<file path="src/rtl/bseq_pkg.sv">
package bseq_pkg;

   typedef enum logic {
      SRC_CTRL = 1'b0,
      SRC_PROC = 1'b1
   } load_src_e;

   function automatic int unsigned beats_of(input int unsigned bw);
      return 32'd1 << bw;
   endfunction

endpackage

</file>
<file path="src/rtl/bseq_load_ctl.sv">
module bseq_load_ctl
   import bseq_pkg::*;
#(
   parameter int unsigned NAUX       = 2,
   parameter logic [NAUX-1:0] AUX_ACT_HI = '1
) (
   input  logic            clk,
   input  logic            rst_n,
   input  logic            proc_stb_n,
   input  logic            ctrl_stb_n,
   input  logic            ce_main_n,
   input  logic [NAUX-1:0] ce_aux,
   output logic            load,
   output logic            sel_now,
   output logic            sel_q,
   output logic            by_proc_q
);

   logic [NAUX-1:0] aux_hit;
   logic            proc_v;
   logic            ctrl_v;
   load_src_e       src;

   generate
      if (NAUX < 1) begin : g_bad_naux
         $error("bseq_load_ctl: NAUX must be at least 1");
      end
      for (genvar gi = 0; gi < NAUX; gi++) begin : g_aux
         if (AUX_ACT_HI[gi]) begin : g_hi
            assign aux_hit[gi] = ce_aux[gi];
         end else begin : g_lo
            assign aux_hit[gi] = ~ce_aux[gi];
         end
      end
   endgenerate

   assign proc_v  = ~proc_stb_n & ~ce_main_n;
   assign ctrl_v  = ~ctrl_stb_n;
   assign load    = proc_v | ctrl_v;
   assign sel_now = ~ce_main_n & (&aux_hit);
   assign src     = proc_v ? SRC_PROC : SRC_CTRL;

   always_ff @(posedge clk or negedge rst_n) begin
      if (!rst_n) begin
         sel_q     <= 1'b0;
         by_proc_q <= 1'b0;
      end else if (load) begin
         sel_q     <= sel_now;
         by_proc_q <= (src == SRC_PROC);
      end
   end


   proc_priority_chk: assert property (@(posedge clk) disable iff (!rst_n)
      (!proc_stb_n && !ce_main_n && !ctrl_stb_n) |=> by_proc_q);


   proc_gated_chk: assert property (@(posedge clk) disable iff (!rst_n)
      (!proc_stb_n && ce_main_n && ctrl_stb_n) |=> ($stable(sel_q) && $stable(by_proc_q)));

endmodule

</file>
<file path="src/rtl/bseq_beat_cnt.sv">
module bseq_beat_cnt #(
   parameter int unsigned BW = 2
) (
   input  logic          clk,
   input  logic          rst_n,
   input  logic          load,
   input  logic          sel_now,
   input  logic          step,
   output logic [BW-1:0] cnt_q,
   output logic [BW-1:0] cnt_nxt,
   output logic          active_q
);

   logic wrap;

   generate
      if (BW < 1) begin : g_bad_bw
         $error("bseq_beat_cnt: BW must be at least 1");
      end
   endgenerate

   assign wrap    = &cnt_q;
   assign cnt_nxt = cnt_q + {{(BW-1){1'b0}}, 1'b1};

   always_ff @(posedge clk or negedge rst_n) begin
      if (!rst_n) begin
         cnt_q    <= '0;
         active_q <= 1'b0;
      end else if (load) begin
         cnt_q    <= '0;
         active_q <= sel_now;
      end else if (step) begin
         cnt_q <= cnt_nxt;
         if (wrap) active_q <= 1'b0;
      end
   end


   wrap_clear_chk: assert property (@(posedge clk) disable iff (!rst_n)
      (step && !load && wrap) |=> (!active_q && cnt_q == '0));


   load_restart_chk: assert property (@(posedge clk) disable iff (!rst_n)
      load |=> (cnt_q == '0));

endmodule

</file>
<file path="src/rtl/bseq_order.sv">
module bseq_order #(
   parameter int unsigned BW         = 2,
   parameter bit          HAS_LINEAR = 1'b1
) (
   input  logic [BW-1:0] start,
   input  logic [BW-1:0] cnt,
   input  logic          lin_mode,
   output logic [BW-1:0] low
);

   logic [BW-1:0] ilv;

   assign ilv = start ^ cnt;

   generate
      if (HAS_LINEAR) begin : g_both
         logic [BW-1:0] lin;
         assign lin = start + cnt;
         assign low = lin_mode ? lin : ilv;
      end else begin : g_ilv_only
         logic unused_mode;
         assign unused_mode = lin_mode;
         assign low = ilv;
      end
   endgenerate

endmodule

</file>
<file path="src/rtl/bseq_addr_gen.sv">
module bseq_addr_gen
   import bseq_pkg::*;
#(
   parameter int unsigned AW         = 18,
   parameter int unsigned BW         = 2,
   parameter int unsigned NAUX       = 2,
   parameter logic [NAUX-1:0] AUX_ACT_HI = 2'b01,
   parameter bit          HAS_LINEAR = 1'b1
) (
   input  logic            clk,
   input  logic            rst_n,
   input  logic            proc_stb_n,
   input  logic            ctrl_stb_n,
   input  logic            adv_n,
   input  logic            lin_mode,
   input  logic [AW-1:0]   addr_in,
   input  logic            ce_main_n,
   input  logic [NAUX-1:0] ce_aux,
   output logic [AW-1:0]   addr_out,
   output logic            burst_active,
   output logic            chip_sel,
   output logic            proc_started
);

   localparam int unsigned BEATS = beats_of(BW);
   localparam int unsigned UW    = AW - BW;

   logic          load;
   logic          sel_now;
   logic          step;
   logic [BW-1:0] cnt_q;
   logic [BW-1:0] cnt_nxt;
   logic [BW-1:0] start_q;
   logic [BW-1:0] low_nxt;
   logic [AW-1:0] addr_q;

   generate
      if (AW <= BW) begin : g_bad_aw
         $error("bseq_addr_gen: AW must exceed BW");
      end
      if (BEATS < 2) begin : g_bad_beats
         $error("bseq_addr_gen: burst must have at least two beats");
      end
   endgenerate

   bseq_load_ctl #(.NAUX(NAUX), .AUX_ACT_HI(AUX_ACT_HI)) u_load (
      .clk        (clk),
      .rst_n      (rst_n),
      .proc_stb_n (proc_stb_n),
      .ctrl_stb_n (ctrl_stb_n),
      .ce_main_n  (ce_main_n),
      .ce_aux     (ce_aux),
      .load       (load),
      .sel_now    (sel_now),
      .sel_q      (chip_sel),
      .by_proc_q  (proc_started)
   );

   assign step = ~adv_n & chip_sel & ~load;

   bseq_beat_cnt #(.BW(BW)) u_cnt (
      .clk      (clk),
      .rst_n    (rst_n),
      .load     (load),
      .sel_now  (sel_now),
      .step     (step),
      .cnt_q    (cnt_q),
      .cnt_nxt  (cnt_nxt),
      .active_q (burst_active)
   );

   bseq_order #(.BW(BW), .HAS_LINEAR(HAS_LINEAR)) u_ord (
      .start    (start_q),
      .cnt      (cnt_nxt),
      .lin_mode (lin_mode),
      .low      (low_nxt)
   );

   always_ff @(posedge clk or negedge rst_n) begin
      if (!rst_n) begin
         addr_q  <= '0;
         start_q <= '0;
      end else if (load) begin
         addr_q  <= addr_in;
         start_q <= addr_in[BW-1:0];
      end else if (step) begin
         addr_q[BW-1:0] <= low_nxt;
      end
   end

   assign addr_out = addr_q;


   wait_hold_chk: assert property (@(posedge clk) disable iff (!rst_n)
      (adv_n && !load) |=> $stable(addr_q));


   upper_keep_chk: assert property (@(posedge clk) disable iff (!rst_n)
      !load |=> $stable(addr_q[AW-1:AW-UW]));


   desel_hold_chk: assert property (@(posedge clk) disable iff (!rst_n)
      (!chip_sel && !load) |=> ($stable(addr_q) && !burst_active));


   ctrl_load_chk: assert property (@(posedge clk) disable iff (!rst_n)
      !ctrl_stb_n |=> (addr_q == $past(addr_in)));

endmodule

</file>
<file path="config.mk">
export PLATFORM = sky130hd
export DESIGN_NAME = bseq_addr_gen
export DESIGN_NICKNAME = d
export VERILOG_FILES = /design/src/rtl/bseq_pkg.sv /design/src/rtl/bseq_load_ctl.sv /design/src/rtl/bseq_beat_cnt.sv /design/src/rtl/bseq_order.sv /design/src/rtl/bseq_addr_gen.sv
export SDC_FILE = /design/constraint.sdc
export NUM_CORES = 1
export LEC_CHECK = 0
export CAP_MARGIN = 20
export CORE_MARGIN = 5
export CORE_UTILIZATION = 43
export CTS_CLUSTER_SIZE = 40
export DETAILED_ROUTE_END_ITERATION = 12
export PLACE_DENSITY = 0.93
export SLEW_MARGIN = 20
export SYNTH_ARGS = -nofsm -noshare
export SYNTH_HDL_FRONTEND = slang
export SYNTH_HIERARCHICAL = 1
export SYNTH_SLANG_ARGS = --single-unit
</file>
<file path="constraint.sdc">
create_clock -name clk -period 2.5 [get_ports clk]
set_input_delay 0.5 -clock clk [delete_from_list [all_inputs] [get_ports clk]]
set_output_delay 0.5 -clock clk [all_outputs]
set_load 0.01 [all_outputs]
</file>
==> impl_metrics.tcl, run 1 <==
set metrics [dict create \
    status "finished, final reports clean" \
    seq_area_frac_synth_pct 59.3 \
    core_area_um2 2410 \
    synth_cells 77 \
    pwr-share-clk_pct 21.5 \
    synth_top_flop_cell "dfrtp_1" \
    netlist_top_cells_area "dfrtp_1 (59%), mux2_2 (17%), ha_1 (2.4%), buf_6 (2.1%), inv_1 (2.1%)" \
    cts.sinks 25 \
    syn_nets 106 \
    busiest_layer "met2" \
    path_delay_family "buffers and inverters" \
    cts.path.max_buffers 2 \
    grt_pass1_wl_um 4080 \
    finalHoldViolations 0 \
    vdd_drop_max_uv 478 \
    end_kind "output port" \
    synth_commonest_cells "dfrtp_1 (25), mux2_2 (16), inv_1 (6), nand2_1 (6), o21ai_0 (4)" \
    synthArstFlopShare_pct 100 \
    path_clk_slew_ps 140 \
    hold_path.class "input port to async pin" \
    drc 0 \
    start_kind "register" \
    die_h_um 59.5 \
    ant_nets 0 \
    cts_resized 0 \
    ys_types 18 \
    finalSetupViolations 0 \
    period_share_pct 72.4 \
    maxClockFrequency_mhz 552 \
    dp_hpwl_um 2000 \
    slew_headroom_pct 76.1 \
    powerDensity_nw_per_um2 533 \
    crit_chain "clkdlybuf4s50_1" \
    initial_core_util_pct 43.8 \
    rsz0062_at_grt "no" \
    wl_um 2470 \
    drive_gt1_share_pct 20.9 \
    track_usage_pct 15.6 \
    fp.dieArea_um2 3540 \
    drt-wirelength-per-cell_um 15.6 \
    critical_path_class "register to output port" \
    grt_antenna_before_repair 0 \
    path_max_fanout 5 \
    area_growth_pct 51.4 \
    crit_buf_inv 1 \
    worstPathRequired_ps 2000 \
    cts_tree "built" \
    grt_start_max_net_pins 26 \
    overflow 0 \
    p_leak_nw 0.670 \
    post_dp_cell_area_um2 1570 \
    firstDrtPassIters 4 \
    ys.warnings.count 6 \
    via_count 772 \
    post_cts_buffers 0 \
    grt_pass1_vias 888 \
    synth_edf_count 0 \
    period_minus_slack_ps 1810 \
    gp_congestion 0.712 \
    final_nets 159 \
    drt_iter0_markers 8 \
    p_seq_share_pct 54.2 \
    ys_ff_latch 25 \
    antennaDiodeCount 0 \
    io_buffer_count 47 \
    synth_top_area_share_pct 59.3 \
    clk_latency_ps 320 \
    tightest_slew_ps 353 \
    die_w_um 59.5 \
    slew_violations 0 \
    power.switching_w 0.000218 \
    hold_buffers 0 \
    cts-root-buf "clkbuf_4" \
    intPower_w 0.000633 \
    num_rows 18 \
    met2_usage_pct 30.0 \
    synth_area_um2 1050 \
    sw_frac_of_total_pct 25.6 \
    vias_per_cell 4.86 \
    ios 48 \
    drv_cap 0 \
    cts_inserted_buffers 3 \
    slowest_stage "clkdlybuf4s50_1" \
    avgSynthCellArea_um2 13.7 \
    yosysMostFrequentCell "dfrtp_1" \
    htreeDepth 1 \
    comb_power_share_pct 24.2 \
    use_met1_pct 16.3 \
    stdcell_area_um2 1600 \
    synth_top_area_cell "dfrtp_1" \
    final.setup_skew_ps 9.29 \
    crit_arrival_ps 1310 \
    slowest_delay_ps 570 \
    grt_util_met3_pct 3.49 \
    tns_ps 0 \
]
==> metrics by stage <==
stage / utilization (%) / setup WS (ps) / total power, W / hold WS [ps] / std cells
final: 66.3 / 689 / 0.000851 / 513 / 159
after floorplan: - / 522 / 0.000543 / 204 / 77
after global routing: 66.3 / 615 / 0.000901 / 516 / 159
after CTS: 66.3 / 669 / 0.000861 / 516 / 159
after detailed placement: 65.0 / 482 / 0.000679 / 480 / 155
after global placement: 65.0 / 575 / 0.000668 / 483 / 155
==> cell families after synthesis <==
family                     count (synthesis)  synth area share (%)
adders and majority gates                  2                  2.37
AOI/OAI and AO/OA                          9                  6.17
xor gates and xnor gates                   3                  2.49
buffers and inverters                      8                  4.27
and+or+nand+nor                           13                  7.35
muxes                                     17                  18.0
DFF                                       25                  59.3
==> metal layers <==
layer  wire (µm)  vias to the layer above  share of wire [%]
li1            -                      371                  -
met2        1520                       17                 61
met5           0                        -                  0
met3          98                        0                4.0
met4           0                        0                  0
met1         858                      384                 35
==> sequential cells by signal, summed over array words and instances, names as in the netlist <==
| signal | count |
|---|---|
| addr_out | 18 |
| start_q | 2 |
| u_cnt/cnt_q | 2 |
| u_cnt/active_q | 1 |
| u_load/by_proc_q | 1 |
| u_load/sel_q | 1 |
==> area by class of cell <==
class | instances | area, µm²
multi-input combinational | 44 | 388
tap | 30 | 37.5
fill | 171 | 813
timing repair buffer | 50 | 493
clock buffer | 3 | 22.5
sequential | 25 | 626
inverter | 6 | 22.5
clock inverter | 1 | 7.51
==> power by group through the flow <==
| stage | combinational (W) | sequential [W] | clock [W] |
|---|---|---|---|
| floorplan | 0.0000605 | 0.000483 | 0 |
| global placement | 0.000202 | 0.000467 | 0 |
| CTS | 0.000210 | 0.000462 | 0.000189 |
| detailed placement | 0.000209 | 0.000471 | 0 |
| finish | 0.000206 | 0.000461 | 0.000183 |
| global route | 0.000223 | 0.000466 | 0.000212 |
==> worst paths after layout <==
check / from / to / slack, ps / cells after the start
worst max-delay path: u_load/sel_q$_DFFE_PN0P_ / chip_sel / 690 / 1
worst min-delay path: rst_n / addr_out[5]$_DFFE_PN0P_ / 510 / 2
worst max register to register: u_cnt/cnt_q[0]$_DFFE_PN0P_ / addr_out[1]$_DFFE_PN0P_ / 1090 / 5
worst min register to register: u_load/by_proc_q$_DFFE_PN0P_ / u_load/by_proc_q$_DFFE_PN0P_ / 520 / 2
max in group asynchronous: rst_n / addr_out[10]$_DFFE_PN0P_ / 1740 / 2
min in group clk: u_load/by_proc_q$_DFFE_PN0P_ / u_load/by_proc_q$_DFFE_PN0P_ / 520 / 2
==> layout by cell type, fill, tap and decap left out <==
cell type	Yosys	layout
clkdlybuf4s50_1	0	47
dfrtp_1	25	25
mux2_2	16	16
inv_1	6	6
nand2_1	6	6
o21ai_0	4	3
clkbuf_4	0	3
buf_4	0	3
nor2b_1	2	2
nand4bb_1	2	2
o311ai_0	2	2
nor2_1	2	2
o21ai_2	1	2
xnor2_1	2	2
ha_1	2	2
clkinvlp_4	0	1
mux2i_1	1	1
a21bo_2	1	1
nor3b_2	1	1
o2bb2ai_1	1	1
xor2_1	1	1
Note: power is estimated with default switching activity, not from simulation.
==> inputs of run 2 (changes only) <==
--- a/config.mk
+++ b/config.mk
@@ -7,10 +7,10 @@
 export LEC_CHECK = 0
 export CAP_MARGIN = 20
 export CORE_MARGIN = 5
-export CORE_UTILIZATION = 43
+export CORE_UTILIZATION = 36
 export CTS_CLUSTER_SIZE = 40
 export DETAILED_ROUTE_END_ITERATION = 12
-export PLACE_DENSITY = 0.93
+export PLACE_DENSITY = 0.84
 export SLEW_MARGIN = 20
 export SYNTH_ARGS = -nofsm -noshare
 export SYNTH_HDL_FRONTEND = slang
==> constraint.sdc (replaced) <==
create_clock -name clk -period 1.5 [get_ports clk]
set_input_delay 0.3 -clock clk [delete_from_list [all_inputs] [get_ports clk]]
set_output_delay 0.3 -clock clk [all_outputs]
set_load 0.01 [all_outputs]
==> impl_metrics.tcl, run 2 (synthesized netlist as in run 1, its figures left out) <==
set metrics [dict create \
    status "finished, final reports clean" \
    grt_start_max_net_pins 26 \
    die_h_um 64.1 \
    end_kind "register" \
    period_minus_slack_ps 1420 \
    stdcell_area_um2 1630 \
    finalSetupViolations 0 \
    tightest_slew_ps 312 \
    fin_cells 167 \
    track_usage_pct 12.0 \
    grt_pass1_vias 853 \
    overflow 0 \
    crit_chain "ha_1 > xor2_1 > xnor2_1 > nand4bb_1 > o311ai_0" \
    maxClockFrequency_mhz 706 \
    reg2reg_slack_ps 80 \
    path_max_fanout 3 \
    cts-root-buf "clkbuf_4" \
    finalHoldViolations 0 \
    gp_congestion 0.699 \
    final_nets 166 \
    final.setup_skew_ps 1.18 \
    dpl_worst_slack_ps -206 \
    drv_cap 0 \
    drc 0 \
    area_growth_pct 54.8 \
    htreeDepth 1 \
    slew_headroom_pct 78.9 \
    drt_iter0_markers 21 \
    vias_per_cell 4.80 \
    p_total_w 0.00138 \
    reg2reg_from "u_cnt/cnt_q[0]$_DFFE_PN0P_" \
    antennaDiodeCount 0 \
    ios 48 \
    die_w_um 64.1 \
    path_depth 5 \
    cts_inserted_buffers 3 \
    start_kind "register" \
    crit_arrival_ps 1590 \
    final_common_cell "clkdlybuf4s50_1" \
    slew_violations 0 \
    p_leak_nw 0.747 \
    cts.sinks 25 \
    num_rows 19 \
    path_delay_family "flip-flops" \
    path_clk_slew_ps 130 \
    slowest_stage "dfrtp_1" \
    r2r_cells 5 \
    vdd_drop_max_uv 601 \
    layout_setup_ws_ps 84.4 \
    hold_path.class "input port to async pin" \
    post_dp_cell_area_um2 1620 \
    worstPathRequired_ps 1680 \
    firstDrtPassIters 6 \
    cts.path.max_buffers 2 \
    critical_path_class "register to register" \
    grt_antenna_before_repair 0 \
    cts_tree "built" \
    rr_endpoint "addr_out[1]$_DFFE_PN0P_" \
    via_count 801 \
    ant_nets 0 \
    io_buffer_count 47 \
    grt_pass1_wl_um 3940 \
    core_area_um2 2780 \
    final_cell_mix "clkdlybuf4s50_1 (26), dfrtp_1 (25), dlygate4sd2_1 (21)" \
    crit_buf_inv 0 \
    slowest_delay_ps 430 \
    powerDensity_nw_per_um2 844 \
    tns_ps 0 \
    clk_latency_ps 300 \
    drt-wirelength-per-cell_um 14.6 \
    dp.cells 161 \
    dp_hpwl_um 1940 \
    largest_register_ffs 18 \
    fp.dieArea_um2 4110 \
    rsz0062_at_grt "no" \
    wl_um 2440 \
    period_share_pct 94.4 \
    initial_core_util_pct 37.9 \
    hold_buffers 0 \
    drive_gt1_share_pct 24.3 \
]
## run 2: per-stage QoR
step	util (%)	hold WS, ps
after floorplan	-	4.41
after global placement	58.2	481
after detailed placement	58.2	489
after CTS	58.4	347
after global routing	58.7	353
final	58.7	337
## run 2: worst max-delay path by stage
stage                                           from                         end  slack, ps
after floorplan                            ce_main_n    addr_out[13]$_DFFE_PN0P_          7
after global placement                         adv_n  u_cnt/cnt_q[1]$_DFFE_PN0P_       -160
after detailed placement                   ce_main_n     addr_out[6]$_DFFE_PN0P_       -210
after CTS                 u_cnt/cnt_q[0]$_DFFE_PN0P_     addr_out[1]$_DFFE_PN0P_         60
after global routing      u_cnt/cnt_q[0]$_DFFE_PN0P_     addr_out[1]$_DFFE_PN0P_          9
final                     u_cnt/cnt_q[0]$_DFFE_PN0P_     addr_out[1]$_DFFE_PN0P_         80
## run 2: where the power goes
part | internal, W | switching [W] | total, W
combinational | 0.000194 | 0.000128 | 0.000322
sequential | 0.000734 | 0.0000308 | 0.000765
clock | 0.000104 | 0.000188 | 0.000291
## run 2: area by class of cell
type | count | area, µm²
fillers | 243 | 1150
repair buffers | 57 | 532
well taps | 31 | 38.8
flip-flops and latches | 25 | 626
clock buffers | 4 | 26.3
multi-input cells | 44 | 388
inverters | 6 | 22.5
## run 2: layer usage
metal	part of all wire [%]	routed length, µm	GRT usage (%)	vias to the layer above
li1	-	-	-	385
met1	39	956	13.6	393
met2	55	1330	21.5	21
met3	5.0	121	2.98	2
met4	1.2	29	4.58	0
met5	0	0	0	-
## run 2: repair_timing
| action | 4_1_cts | 5_1_grt |
|---|---|---|
| resized for setup | 21 | 0 |
| endpoints found under the setup margin | 21 | 1 |
| pin swaps | 0 | 0 |
| buffers inserted | 1 | 1 |
==> inputs of run 3 (changes only) <==
--- a/config.mk
+++ b/config.mk
@@ -11,6 +11,7 @@
 export CTS_CLUSTER_SIZE = 40
 export DETAILED_ROUTE_END_ITERATION = 12
 export PLACE_DENSITY = 0.84
+export REMOVE_ABC_BUFFERS = 1
 export SLEW_MARGIN = 20
 export SYNTH_ARGS = -nofsm -noshare
 export SYNTH_HDL_FRONTEND = slang
==> constraint.sdc (replaced) <==
create_clock -name clk -period 1.3 [get_ports clk]
set_input_delay 0.26 -clock clk [delete_from_list [all_inputs] [get_ports clk]]
set_output_delay 0.26 -clock clk [all_outputs]
set_load 0.01 [all_outputs]
==> impl_metrics.tcl, run 3 (synthesized netlist as in run 1, its figures left out) <==
set metrics [dict create \
    grt_antenna_before_repair 0 \
    slew_headroom_pct 79.2 \
    grt_pass1_wl_um 4160 \
    antennaDiodeCount 0 \
    track_usage_pct 12.3 \
    dp_hpwl_um 1890 \
    htreeDepth 1 \
    finalHoldViolations 0 \
    cts.path.max_buffers 2 \
    worstPathRequired_ps 1510 \
    rr_endpoint "addr_out[1]$_DFFE_PN0P_" \
    grt_pass1_vias 984 \
    end_kind "register" \
    initial_core_util_pct 37.9 \
    violations "negative setup slack" \
    final.setup_skew_ps 4.06 \
    slew_violations 0 \
    ant_nets 0 \
    reg2reg_slack_ps -7 \
    drive_gt1_share_pct 30.0 \
    cts_tree "built" \
    dp.cells 162 \
    critical_path_class "register to register" \
    status "complete, but fails checks" \
    vdd_drop_max_uv 898 \
    multiInputGateArea_um2 430 \
    intPower_w 0.00120 \
    hold_buffers 0 \
    area_growth_pct 63.0 \
    num_rows 19 \
    path_clk_slew_ps 130 \
    slowest_delay_ps 430 \
    layout_setup_ws_ps -6.60 \
    drc 0 \
    p_seq_share_pct 54.9 \
    maxClockFrequency_mhz 765 \
    drv_cap 0 \
    vias_per_cell 4.78 \
    wl_um 2430 \
    comb_power_share_pct 24.5 \
    slowest_stage "dfrtp_1" \
    grt_start_max_net_pins 26 \
    die_h_um 64.1 \
    pwr-share-clk_pct 20.6 \
    firstDrtPassIters 2 \
    powerDensity_nw_per_um2 939 \
    p_total_w 0.00161 \
    gp_congestion 0.836 \
    largest_register_ffs 18 \
    final_common_cell "dfrtp_1" \
    fp.dieArea_um2 4110 \
    r2r_cells 5 \
    tightest_slew_ps 312 \
    start_kind "register" \
    hold_path.class "input port to async pin" \
    final_nets 170 \
    cts.sinks 25 \
    final_util_pct 61.8 \
    p_leak_nw 0.761 \
    die_w_um 64.1 \
    core_area_um2 2780 \
    fin_cells 171 \
    rsz0062_at_grt "yes" \
    drt-wirelength-per-cell_um 14.2 \
    drt_iter0_markers 12 \
    power.switching_w 0.000411 \
    cts-root-buf "clkbuf_4" \
    period_minus_slack_ps 1310 \
    sw_frac_of_total_pct 25.4 \
    fillers 216 \
    cts_inserted_buffers 3 \
    via_count 817 \
    clk_latency_ps 310 \
    period_share_pct 101 \
    io_buffer_count 47 \
    reg2reg_from "u_cnt/cnt_q[1]$_DFFE_PN0P_" \
    finalSetupViolations 1 \
    crit_chain "ha_4 > xor2_2 > xnor2_1 > nand4bb_1 > o311ai_1" \
    path_max_fanout 2 \
    ios 48 \
    overflow 0 \
    final-seq-area_um2 626 \
    tns_ps -6.60 \
    final_cell_mix "dfrtp_1 (25), clkdlybuf4s50_1 (23), clkdlybuf4s15_1 (17)" \
    crit_arrival_ps 1520 \
]
-- run 3: changes by cell type in the layout (fill, tap and decap cells not counted), moves of 2 or more --
cell | before | now
clkdlybuf4s15_1 | 0 | 17
nor2b_4 | 0 | 2
buf_4 | 9 | 13
nor2b_1 | 2 | 0
clkdlybuf4s50_1 | 26 | 23
dlygate4sd2_1 | 21 | 6
-- run 3: critical path: cells and delay by family, from the launching register on --
kind | cells | cell delay [ps]
xor+xnor | 2 | 320
fa+ha+maj | 1 | 260
flops | 1 | 430
compound gates | 1 | 80
simple gates | 1 | 110
-- run 3: metrics by stage --
step	hold WS (ps)	area, µm²	setup slack (ps)
after global placement	468	1610	-317
after floorplan	-35.6	1030	-1600
after detailed placement	488	1610	-407
after CTS	292	1670	-6.87
after global routing	296	1720	-86.6
final	290	1720	-6.60
-- run 3: what timing repair did --
action,4_1_cts,5_1_grt
pin swaps,5,2
setup endpoints to repair,34,22
gates cloned,0,0
gates resized for setup,29,21
setup buffers,3,2
-- run 3: layout make-up --
| class | instances | area share (%) |
|---|---|---|
| clock inverter | 1 | 0.291 |
| multi-input combinational | 44 | 25.0 |
| sequential | 25 | 36.4 |
| inverter | 6 | 1.31 |
| tap | 31 | 2.26 |
| clock buffer | 3 | 1.31 |
| timing repair buffer | 61 | 33.4 |
-- run 3: worst max path at each step --
stage / from / to / slack, ps
after floorplan: ce_main_n / u_cnt/cnt_q[0]$_DFFE_PN0P_ / -1600
after global placement: ce_main_n / addr_out[15]$_DFFE_PN0P_ / -320
after detailed placement: ce_main_n / addr_out[17]$_DFFE_PN0P_ / -410
after CTS: u_cnt/cnt_q[0]$_DFFE_PN0P_ / addr_out[1]$_DFFE_PN0P_ / -7
after global routing: u_cnt/cnt_q[0]$_DFFE_PN0P_ / addr_out[1]$_DFFE_PN0P_ / -90
final: u_cnt/cnt_q[1]$_DFFE_PN0P_ / addr_out[1]$_DFFE_PN0P_ / -7
-- run 3: power by group through the flow --
stage	Sequential, W	Combinational (W)	Clock (W)
after floorplan	0.000929	0.000111	0
after CTS	0.000884	0.000380	0.000352
final	0.000886	0.000395	0.000333
after global routing	0.000897	0.000428	0.000394
after detailed placement	0.000901	0.000411	0
after global placement	0.000898	0.000401	0
-- run 3: per-layer routing --
| metal | track usage [%] | vias up | wire length, µm |
|---|---|---|---|
| met5 | 0 | - | 0 |
| li1 | - | 391 | - |
| met3 | 4.90 | 2 | 233 |
| met4 | 2.80 | 0 | 17 |
| met1 | 14.1 | 391 | 962 |
| met2 | 21.5 | 33 | 1220 |
